==> src/rtl/irlc_pkg.sv <==
package irlc_pkg;

   typedef enum logic {
      IRLC_PULSE = 1'b0,
      IRLC_KEYED = 1'b1
   } irlc_mode_e;

endpackage

==> src/rtl/irlc_cell_timer.sv <==
module irlc_cell_timer #(
   parameter int OS_RATE = 16
) (
   input  logic                       clk,
   input  logic                       rst_n,
   input  logic                       os_tick,
   output logic                       cell_open,
   output logic [$clog2(OS_RATE)-1:0] phase
);
   localparam int PH_W = $clog2(OS_RATE);
   localparam logic [PH_W-1:0] PH_LAST = PH_W'(OS_RATE - 1);

   logic [PH_W-1:0] phase_q;

   assign cell_open = os_tick && (phase_q == PH_LAST);
   assign phase     = phase_q;

   // Starting on the last phase makes the first strobe open a cell.
   always_ff @(posedge clk or negedge rst_n) begin
      if (!rst_n) begin
         phase_q <= PH_LAST;
      end else if (os_tick) begin
         if (phase_q == PH_LAST) begin
            phase_q <= '0;
         end else begin
            phase_q <= phase_q + 1'b1;
         end
      end
   end

endmodule

==> src/rtl/irlc_carrier.sv <==
module irlc_carrier #(
   parameter int DIV_W = 16
) (
   input  logic             clk,
   input  logic             rst_n,
   input  logic             restart,
   input  logic [DIV_W-1:0] car_half,
   output logic             carrier
);
   logic [DIV_W-1:0] cnt_q;
   logic             car_q;
   logic             half_done;

   // Widened compare: a zero divisor behaves like one.
   assign half_done = ({1'b0, cnt_q} + 1'b1) >= {1'b0, car_half};
   assign carrier   = car_q;

   always_ff @(posedge clk or negedge rst_n) begin
      if (!rst_n) begin
         cnt_q <= '0;
         car_q <= 1'b0;
      end else if (restart) begin
         cnt_q <= '0;
         car_q <= 1'b1;
      end else if (half_done) begin
         cnt_q <= '0;
         car_q <= ~car_q;
      end else begin
         cnt_q <= cnt_q + 1'b1;
      end
   end

endmodule

==> src/rtl/irlc_tx_shaper.sv <==
module irlc_tx_shaper
   import irlc_pkg::*;
#(
   parameter int OS_RATE     = 16,
   parameter int PULSE_TICKS = 3
) (
   input  logic                       clk,
   input  logic                       rst_n,
   input  irlc_mode_e                 mode,
   input  logic                       cell_open,
   input  logic [$clog2(OS_RATE)-1:0] phase,
   input  logic                       carrier,
   input  logic                       uart_txd,
   output logic                       ir_tx
);
   localparam int PH_W = $clog2(OS_RATE);
   localparam logic [PH_W-1:0] PULSE_END = PH_W'(PULSE_TICKS);

   logic bit_q;
   logic zero_cell;
   logic pulse_win;

   always_ff @(posedge clk or negedge rst_n) begin
      if (!rst_n) begin
         bit_q <= 1'b1;
      end else if (cell_open) begin
         bit_q <= uart_txd;
      end
   end

   assign zero_cell = ~bit_q;
   assign pulse_win = (phase < PULSE_END);

   always_comb begin
      unique case (mode)
         IRLC_KEYED: ir_tx = zero_cell & carrier;
         default:    ir_tx = zero_cell & pulse_win;
      endcase
   end

endmodule

==> src/rtl/irlc_rx_recover.sv <==
module irlc_rx_recover
   import irlc_pkg::*;
#(
   parameter int OS_RATE     = 16,
   parameter int DIV_W       = 16,
   parameter int SYNC_STAGES = 2,
   parameter int GAP_PERIODS = 2
) (
   input  logic             clk,
   input  logic             rst_n,
   input  irlc_mode_e       mode,
   input  logic             os_tick,
   input  logic [DIV_W-1:0] car_half,
   input  logic             ir_rx,
   output logic             uart_rxd
);
   localparam int HOLD_W = $clog2(OS_RATE + 1);
   localparam int MUL    = 2 * GAP_PERIODS;
   localparam int GAP_W  = DIV_W + $clog2(MUL) + 1;
   localparam logic [HOLD_W-1:0] HOLD_FULL = HOLD_W'(OS_RATE);

   logic [SYNC_STAGES-1:0] sync_q;
   logic                   prev_q;
   logic                   rx_s;
   logic                   rise_det;
   logic                   any_det;

   logic [HOLD_W-1:0]      hold_q;
   logic                   pulse_rxd_q;
   logic [GAP_W-1:0]       gap_q;
   logic [GAP_W-1:0]       gap_limit;
   logic                   keyed_rxd_q;

   // Synchronizer chain; its depth is set by a parameter
   generate
      if (SYNC_STAGES == 2) begin : g_sync2
         always_ff @(posedge clk or negedge rst_n) begin
            if (!rst_n) sync_q <= '0;
            else        sync_q <= {sync_q[0], ir_rx};
         end
      end else begin : g_syncn
         always_ff @(posedge clk or negedge rst_n) begin
            if (!rst_n) sync_q <= '0;
            else        sync_q <= {sync_q[SYNC_STAGES-2:0], ir_rx};
         end
      end
   endgenerate

   assign rx_s     = sync_q[SYNC_STAGES-1];
   assign rise_det = rx_s & ~prev_q;
   assign any_det  = rx_s ^ prev_q;

   always_ff @(posedge clk or negedge rst_n) begin
      if (!rst_n) prev_q <= 1'b0;
      else        prev_q <= rx_s;
   end

   // Narrow-pulse decoder: stretch each flash to one bit cell.
   always_ff @(posedge clk or negedge rst_n) begin
      if (!rst_n) begin
         hold_q      <= '0;
         pulse_rxd_q <= 1'b1;
      end else if (rise_det) begin
         hold_q      <= HOLD_FULL;
         pulse_rxd_q <= 1'b0;
      end else if (os_tick && hold_q != '0) begin
         hold_q <= hold_q - 1'b1;
         if (hold_q == HOLD_W'(1)) begin
            pulse_rxd_q <= 1'b1;
         end
      end
   end

   // Carrier-keyed decoder: low while edges arrive within the gap limit.
   assign gap_limit = GAP_W'(car_half) * GAP_W'(MUL);

   always_ff @(posedge clk or negedge rst_n) begin
      if (!rst_n) begin
         gap_q       <= '1;
         keyed_rxd_q <= 1'b1;
      end else if (any_det) begin
         gap_q       <= '0;
         keyed_rxd_q <= 1'b0;
      end else if (gap_q >= gap_limit) begin
         keyed_rxd_q <= 1'b1;
      end else begin
         gap_q <= gap_q + 1'b1;
      end
   end

   assign uart_rxd = (mode == IRLC_KEYED) ? keyed_rxd_q : pulse_rxd_q;

endmodule

==> src/rtl/ir_line_coder.sv <==
module ir_line_coder
   import irlc_pkg::*;
#(
   parameter int OS_RATE     = 16,
   parameter int PULSE_TICKS = 3,
   parameter int DIV_W       = 16,
   parameter int SYNC_STAGES = 2,
   parameter int GAP_PERIODS = 2
) (
   input  logic             clk,
   input  logic             rst_n,
   input  logic             mode_keyed,
   input  logic             os_tick,
   input  logic [DIV_W-1:0] car_half,
   input  logic             uart_txd,
   input  logic             ir_rx,
   output logic             ir_tx,
   output logic             uart_rxd
);
   localparam int PH_W = $clog2(OS_RATE);

   // Parameter checks at elaboration
   generate
      if (OS_RATE < 4 || (OS_RATE & (OS_RATE - 1)) != 0) begin : g_bad_os
         $error("OS_RATE must be a power of two, at least 4");
      end
      if (PULSE_TICKS < 1 || PULSE_TICKS >= OS_RATE) begin : g_bad_pulse
         $error("PULSE_TICKS must lie in 1..OS_RATE-1");
      end
      if (SYNC_STAGES < 2) begin : g_bad_sync
         $error("SYNC_STAGES must be at least 2");
      end
      if (DIV_W < 2 || GAP_PERIODS < 1) begin : g_bad_div
         $error("DIV_W must be at least 2 and GAP_PERIODS at least 1");
      end
   endgenerate

   irlc_mode_e      mode;
   logic            cell_open;
   logic [PH_W-1:0] phase;
   logic            carrier;

   assign mode = irlc_mode_e'(mode_keyed);

   irlc_cell_timer #(.OS_RATE(OS_RATE)) u_timer (
      .clk       (clk),
      .rst_n     (rst_n),
      .os_tick   (os_tick),
      .cell_open (cell_open),
      .phase     (phase)
   );

   irlc_carrier #(.DIV_W(DIV_W)) u_carrier (
      .clk      (clk),
      .rst_n    (rst_n),
      .restart  (cell_open),
      .car_half (car_half),
      .carrier  (carrier)
   );

   irlc_tx_shaper #(.OS_RATE(OS_RATE), .PULSE_TICKS(PULSE_TICKS)) u_tx (
      .clk       (clk),
      .rst_n     (rst_n),
      .mode      (mode),
      .cell_open (cell_open),
      .phase     (phase),
      .carrier   (carrier),
      .uart_txd  (uart_txd),
      .ir_tx     (ir_tx)
   );

   irlc_rx_recover #(
      .OS_RATE     (OS_RATE),
      .DIV_W       (DIV_W),
      .SYNC_STAGES (SYNC_STAGES),
      .GAP_PERIODS (GAP_PERIODS)
   ) u_rx (
      .clk      (clk),
      .rst_n    (rst_n),
      .mode     (mode),
      .os_tick  (os_tick),
      .car_half (car_half),
      .ir_rx    (ir_rx),
      .uart_rxd (uart_rxd)
   );

endmodule

==> config.mk <==
export PLATFORM = sky130hd
export DESIGN_NAME = ir_line_coder
export DESIGN_NICKNAME = d
export VERILOG_FILES = /design/src/rtl/irlc_pkg.sv /design/src/rtl/irlc_cell_timer.sv /design/src/rtl/irlc_carrier.sv /design/src/rtl/irlc_tx_shaper.sv /design/src/rtl/irlc_rx_recover.sv /design/src/rtl/ir_line_coder.sv
export SDC_FILE = /design/constraint.sdc
export NUM_CORES = 1
export LEC_CHECK = 0
export BUFFER_PORTS_ARGS = -buffer_cell sky130_fd_sc_hd__buf_4
export CAP_MARGIN = 20
export CORE_UTILIZATION = 55
export DETAILED_ROUTE_END_ITERATION = 10
export HOLD_SLACK_MARGIN = 0.12
export PLACE_DENSITY = 0.74
export SETUP_SLACK_MARGIN = 0.02
export SYNTH_ARGS = -nofsm -noshare
export SYNTH_HDL_FRONTEND = slang
export SYNTH_SLANG_ARGS = --single-unit
==> constraint.sdc <==
create_clock -name clk -period 6.1 [get_ports clk]
set_input_delay 0 -clock clk [delete_from_list [all_inputs] [get_ports clk]]
set_output_delay 0 -clock clk [all_outputs]
set_load 0.1 [all_outputs]
==> impl_metrics.py, run 1 <==
metrics = {
    "global_routing": {
        "grt_max_degree": 52,
        "grt_pass1_vias": 2486,
        "grt_overflow": 0,
        "grt_pass1_wl_um": 11300,
        "antenna_found_initial": 0,
        "grt_use_total": 0.228,
    },
    "floorplan": {
        "die_x_um": 79.6,
        "initial_core_util": 0.587,
        "boundaryPins": 24,
        "design.core.area_sq_um": 5640,
        "die_h_um": 79.6,
        "die_area_sq_um": 6330,
        "num_rows": 27,
    },
    "sta": {
        "setup_tns_ns": 0,
        "period_minus_slack_ns": 3.43,
        "fin_ws_ns": 2.67,
        "fmax_mhz": 291,
        "finalCritPeriodShare": 0.563,
        "max_slew_margin": 0.570,
        "drv_slew": 0,
        "setup_viol": 0,
        "hold_viol": 0,
        "skew_ns": 0.00870,
        "worst_pin_slew_ns": 0.646,
        "rsz0062_at_grt": "no",
    },
    "synth": {
        "synth_top_area_frac": 0.206,
        "synthDistinctLibCells": 47,
        "yosys-top-cells-area": "dfstp_2, dfrtp_1, ha_1",
        "async_reset_ff_frac": 1.00,
        "synth_largest_area_cell": "dfstp_2",
        "synth_cells": 347,
        "ys_ff_latch": 51,
        "dominantRegCellSynth": "dfstp_2",
        "synth_warnings": 0,
        "yosysSeqAreaShare": 0.395,
        "synth_edf_count": 0,
        "syn_area_sq_um": 3310,
        "synth_nets": 409,
        "avgSynthCellArea_sq_um": 9.54,
    },
    "clocking": {
        "postCtsHoldBufs": 6,
        "numCtsBuffers": 5,
        "cts.sinks": 51,
        "clkTransAtPathRegs_ns": 0.10,
        "clk_path_buf_depth": 2,
        "cts_resized": 0,
        "root_buffer": "clkbuf_8",
        "cts-htree-levels": 2,
        "tritoncts": "yes",
        "post_cts_buffers": 0,
        "clock_latency_ns": 0.31,
    },
    "detailed_routing": {
        "top_layer": "met4",
        "wirelength_um": 6620,
        "drtIter0Drc": 91,
        "met1Wirelength_um": 3190,
        "met3WireLength_um": 206,
        "num_vias": 2576,
        "drtAntennaViolNets": 0,
        "met2_length_um": 3160,
        "firstDrtPassIters": 4,
        "drc": 0,
        "wl_per_cell_um": 14.7,
        "viasPerCell": 5.74,
    },
    "finish": {
        "most-common-layout-cells": "ha_1, nand2_1, inv_1, dfstp_2",
        "n_antenna_cell": 0,
        "final_common_cell": "ha_1",
        "drive_gt1_frac": 0.178,
        "fillers": 466,
        "area_growth_pct": 12.7,
        "nets": 438,
    },
    "place": {
        "numPortBuffers": 23,
        "pre_cts_ws_ns": 2.72,
        "hpwl_um": 4970,
        "gp_congestion": 0.778,
    },
    "power_and_ir_drop": {
        "p_total_w": 0.00108,
        "powerDensity_nw_per_um2": 290,
        "peakVddDrop_uv": 179,
        "leakage_nw": 1.65,
    },
    "critical_path": {
        "arrival_ns": 3.64,
        "start_kind": "flip-flop",
        "criticalPathCategory": "flip-flop to flip-flop",
        "required_ns": 6.30,
        "worst_setup_path_end_kind": "flip-flop",
        "critPathMaxFanout": 16,
    },
    "status": {
        "status": "finished, final reports clean",
    },
    "worst_hold_path": {
        "hp-class": "input pin to flip-flop",
    },
    "flow_run": {
        "drv_cap": 0,
    },
}
## layer usage
layer,global-route usage,vias up
li1,-,1283
met1,0.318,1229
met2,0.371,56
met3,0.0366,8
met4,0.0545,0
met5,0,-
## metrics by stage
stage	std cells	hold WS (ns)	util	instance area [sq um]
2_1_floorplan	347	-0.296	-	3310
3_3_place_gp	435	0.0721	0.627	3540
3_5_place_dp	435	0.0680	0.627	3540
4_1_cts	449	0.224	0.662	3730
5_1_grt	449	0.255	0.662	3730
6_report	449	0.228	0.662	3730
## synth_stat cells, types with 2 or more instances
| master | number |
|---|---|
| ha_1 | 40 |
| nand2_1 | 33 |
| inv_1 | 27 |
| dfstp_2 | 26 |
| dfrtp_1 | 25 |
| nor2_1 | 25 |
| a21oi_1 | 22 |
| nand3_1 | 18 |
| xnor2_1 | 15 |
| nor2b_1 | 13 |
| nand4_1 | 11 |
| xor2_1 | 9 |
| o31ai_1 | 8 |
| nor3_1 | 7 |
| or4_1 | 7 |
| nand2b_1 | 6 |
| or3_1 | 4 |
| a211oi_1 | 3 |
| buf_2 | 3 |
| clkbuf_1 | 3 |
| mux2i_1 | 3 |
| nor4_1 | 3 |
| o211ai_1 | 3 |
| o21ai_0 | 3 |
| a211oi_2 | 2 |
| and2_1 | 2 |
| and3_1 | 2 |
| mux2_2 | 2 |
| o21a_1 | 2 |
| o311ai_1 | 2 |
| o41ai_1 | 2 |
## sequential cells by signal (all words and copies together), names as in the netlist
name,flops
u_tx.bit_q,1
u_carrier.carrier,1
u_rx.keyed_rxd_q,1
u_rx.prev_q,1
u_rx.sync_q,2
u_timer.phase,4
u_rx.hold_q,5
u_carrier.cnt_q,16
u_rx.pulse_rxd_q,1
u_rx.gap_q,19
## power by group
part           leakage [nW]  internal, W  switching [W]
combinational          1.00     0.000140       0.000187
sequential            0.588     0.000416      0.0000581
clock                0.0644     0.000164       0.000117
total                  1.65     0.000719       0.000362
## cell families after synthesis
kind of cell,share of synthesized area
AND/OR/NAND/NOR,0.211
AO/OA/AOI/OAI,0.116
flip-flops,0.395
adder cells (fa/ha/maj),0.151
buffers and inverters,0.0431
XOR/XNOR,0.0635
multiplexers,0.0204
## layout make-up
cell class,instances,area [sq um],share of cell area
multi-input combinational,261,1860,0.498
sequential,51,1310,0.351
timing repair buffer,29,233,0.0624
inverter,28,105,0.0282
tap,72,90.1,0.0241
clock buffer,5,68.8,0.0184
clock inverter,3,67.6,0.0181
## final timing paths
kind | from | to | slack, ns | cells past startpoint
setup / recovery | u_carrier.cnt_q[2]$_DFF_PN0_ | u_carrier.carrier$_DFFE_PN0P_ | 2.67 | 11
hold / removal | car_half[15] | u_carrier.cnt_q[12]$_DFF_PN0_ | 0.23 | 5
setup reg to reg | u_carrier.cnt_q[2]$_DFF_PN0_ | u_carrier.carrier$_DFFE_PN0P_ | 2.67 | 11
hold reg to reg | u_rx.sync_q[0]$_DFF_PN0_ | u_rx.sync_q[1]$_DFF_PN0_ | 0.36 | 0
max in group asynchronous | rst_n | u_carrier.cnt_q[9]$_DFF_PN0_ | 5.41 | 2
min in group asynchronous | rst_n | u_carrier.cnt_q[12]$_DFF_PN0_ | 0.27 | 2
## critical path, cell delays in order (launching register included)
cell and delay [ns]:
dfrtp_1 0.41, nand3_1 0.14, nor3_1 0.36, nand4_1 0.23, xnor2_1 0.23, ha_1 0.29, a21oi_1 0.16, o21a_1 0.16
o211ai_1 0.08, o31a_1 0.25, or3_1 0.63, mux2_4 0.38
No activity file was read; power rests on OpenSTA's default activity.
==> run 2: changes to the inputs <==
Settings changed: PLACE_DENSITY 0.74 to 0.77.
Clock period 6.1 ns to 2.8 ns, I/O delays scaled along.
==> impl_metrics.py, run 2 (same netlist as run 1, synthesis figures left out) <==
metrics = {
    "global_routing": {
        "grt-busiest-layer": "met2",
        "grt_pass1_vias": 2540,
        "grt_max_degree": 52,
        "grt_use_total": 0.235,
        "antenna_found_initial": 0,
        "grt_overflow": 0,
        "use_met3": 0.0423,
        "use_met2": 0.396,
        "grt_pass1_wl_um": 11400,
        "met1_usage": 0.306,
    },
    "sta": {
        "skew_ns": 0.0104,
        "max_slew_margin": 0.566,
        "fmax_mhz": 340,
        "setup_viol": 16,
        "finalCritPeriodShare": 1.05,
        "fin_ws_ns": -0.141,
        "rsz0062_at_grt": "yes",
        "setup_tns_ns": -1.41,
        "drv_slew": 0,
        "period_minus_slack_ns": 2.94,
        "hold_viol": 0,
        "worst_pin_slew_ns": 0.651,
    },
    "finish": {
        "drive_gt1_frac": 0.254,
        "n_antenna_cell": 0,
        "fillers": 422,
        "area_growth_pct": 19.4,
        "final_common_cell": "buf_4",
        "largest-register": "u_rx.gap_q",
        "reg_top3": "u_rx.gap_q x19, u_carrier.cnt_q x16, u_rx.hold_q x5",
        "most-common-layout-cells": "buf_4, ha_1, nand2_1, inv_1, dfstp_2",
        "largest_reg_flops": 19,
        "nets": 458,
    },
    "critical_path": {
        "r2r_slack_ns": -0.14,
        "start_kind": "flip-flop",
        "criticalPathCategory": "flip-flop to flip-flop",
        "arrival_ns": 3.15,
        "required_ns": 3.01,
        "critPathMaxFanout": 3,
        "worst_setup_path_end_kind": "flip-flop",
    },
    "clocking": {
        "clk_path_buf_depth": 2,
        "tritoncts": "yes",
        "clock_latency_ns": 0.32,
        "cts-htree-levels": 2,
        "root_buffer": "clkbuf_8",
        "clkTransAtPathRegs_ns": 0.10,
        "numCtsBuffers": 5,
        "cts.sinks": 51,
    },
    "detailed_routing": {
        "num_vias": 2616,
        "drtIter0Drc": 93,
        "viasPerCell": 5.58,
        "wl_per_cell_um": 15.1,
        "drtAntennaViolNets": 0,
        "firstDrtPassIters": 4,
        "drc": 0,
        "wirelength_um": 7100,
    },
    "power_and_ir_drop": {
        "peakVddDrop_uv": 413,
        "intPower_w": 0.00155,
        "clkPwrFrac": 0.224,
        "p_comb_frac": 0.348,
        "power.share.sequential": 0.428,
        "powerDensity_nw_per_um2": 603,
        "p_sw_w": 0.000831,
        "leakage_nw": 1.80,
        "swShare": 0.349,
    },
    "place": {
        "pre_cts_ws_ns": -0.134,
        "gp_congestion": 0.807,
        "hpwl_um": 5120,
        "numPortBuffers": 23,
    },
    "status": {
        "status": "finished with violations",
        "violations": "negative setup slack",
    },
    "floorplan": {
        "design.core.area_sq_um": 5640,
        "die_x_um": 79.6,
        "boundaryPins": 24,
        "initial_core_util": 0.587,
        "die_h_um": 79.6,
        "die_area_sq_um": 6330,
        "num_rows": 27,
    },
    "flow_run": {
        "drv_cap": 0,
    },
    "worst_hold_path": {
        "hp-class": "input pin to asynchronous set/reset pin",
    },
}
run 2: power by group through the flow:
stage	clock (W)	sequential (W)	combinational [W]
2_1_floorplan	0	0.00102	0.000537
3_3_place_gp	0	0.00102	0.000739
3_5_place_dp	0	0.00103	0.000773
4_1_cts	0.000543	0.00102	0.000798
5_1_grt	0.000573	0.00104	0.000925
6_report	0.000534	0.00102	0.000828
run 2: repair_timing:
action,4_1_cts,5_1_grt
buffers inserted,5,4
setup endpoints to repair,16,17
hold buffers,6,0
hold endpoints to repair,57,0
pin swaps,5,9
resized for setup,4,11
run 2: critical path, cell delays in order (launching register included):
cell and delay [ns]:
dfrtp_1 0.39, nand3_2 0.12, nor3_4 0.23, nand4_1 0.23, xnor2_2 0.29, ha_4 0.25
a21oi_2 0.13, o21a_1 0.16, o211ai_1 0.08, o31a_1 0.26, or3_4 0.41, mux2_4 0.30
run 2: metrics by stage:
stage	area (sq um)	instances	util	total power (W)	hold WS (ns)
2_1_floorplan	3330	347	-	0.00155	-0.296
3_3_place_gp	3630	446	0.643	0.00176	0.0661
3_5_place_dp	3630	446	0.643	0.00180	0.0710
4_1_cts	3860	465	0.684	0.00236	0.254
5_1_grt	3950	469	0.701	0.00254	0.304
6_report	3950	469	0.701	0.00238	0.255
run 2: final cells by class:
class	instances	area, sq um	area share
Inverter	28	105	0.0266
Tap cell	72	90.1	0.0228
Clock buffer	5	68.8	0.0174
Sequential cell	51	1310	0.331
Timing Repair Buffer	49	387	0.0978
Clock inverter	3	47.5	0.0120
Multi-Input combinational cell	261	1950	0.492
run 2: metal layers:
| metal | wire length (um) | share of wire |
|---|---|---|
| met1 | 3360 | 0.47 |
| met2 | 3500 | 0.49 |
| met3 | 153 | 0.022 |
| met4 | 88 | 0.012 |
| met5 | 0 | 0 |
run 2: final timing paths:
check	startpoint	endpoint	depth (start not counted)
worst max-delay path	u_carrier.cnt_q[3]$_DFF_PN0_	u_carrier.carrier$_DFFE_PN0P_	11
worst min-delay path	rst_n	u_rx.prev_q$_DFF_PN0_	2
worst max register to register	u_carrier.cnt_q[3]$_DFF_PN0_	u_carrier.carrier$_DFFE_PN0P_	11
worst min register to register	u_rx.sync_q[0]$_DFF_PN0_	u_rx.sync_q[1]$_DFF_PN0_	0
max in group asynchronous	rst_n	u_carrier.cnt_q[6]$_DFF_PN0_	2
min in group clk	car_half[15]	u_carrier.cnt_q[12]$_DFF_PN0_	5
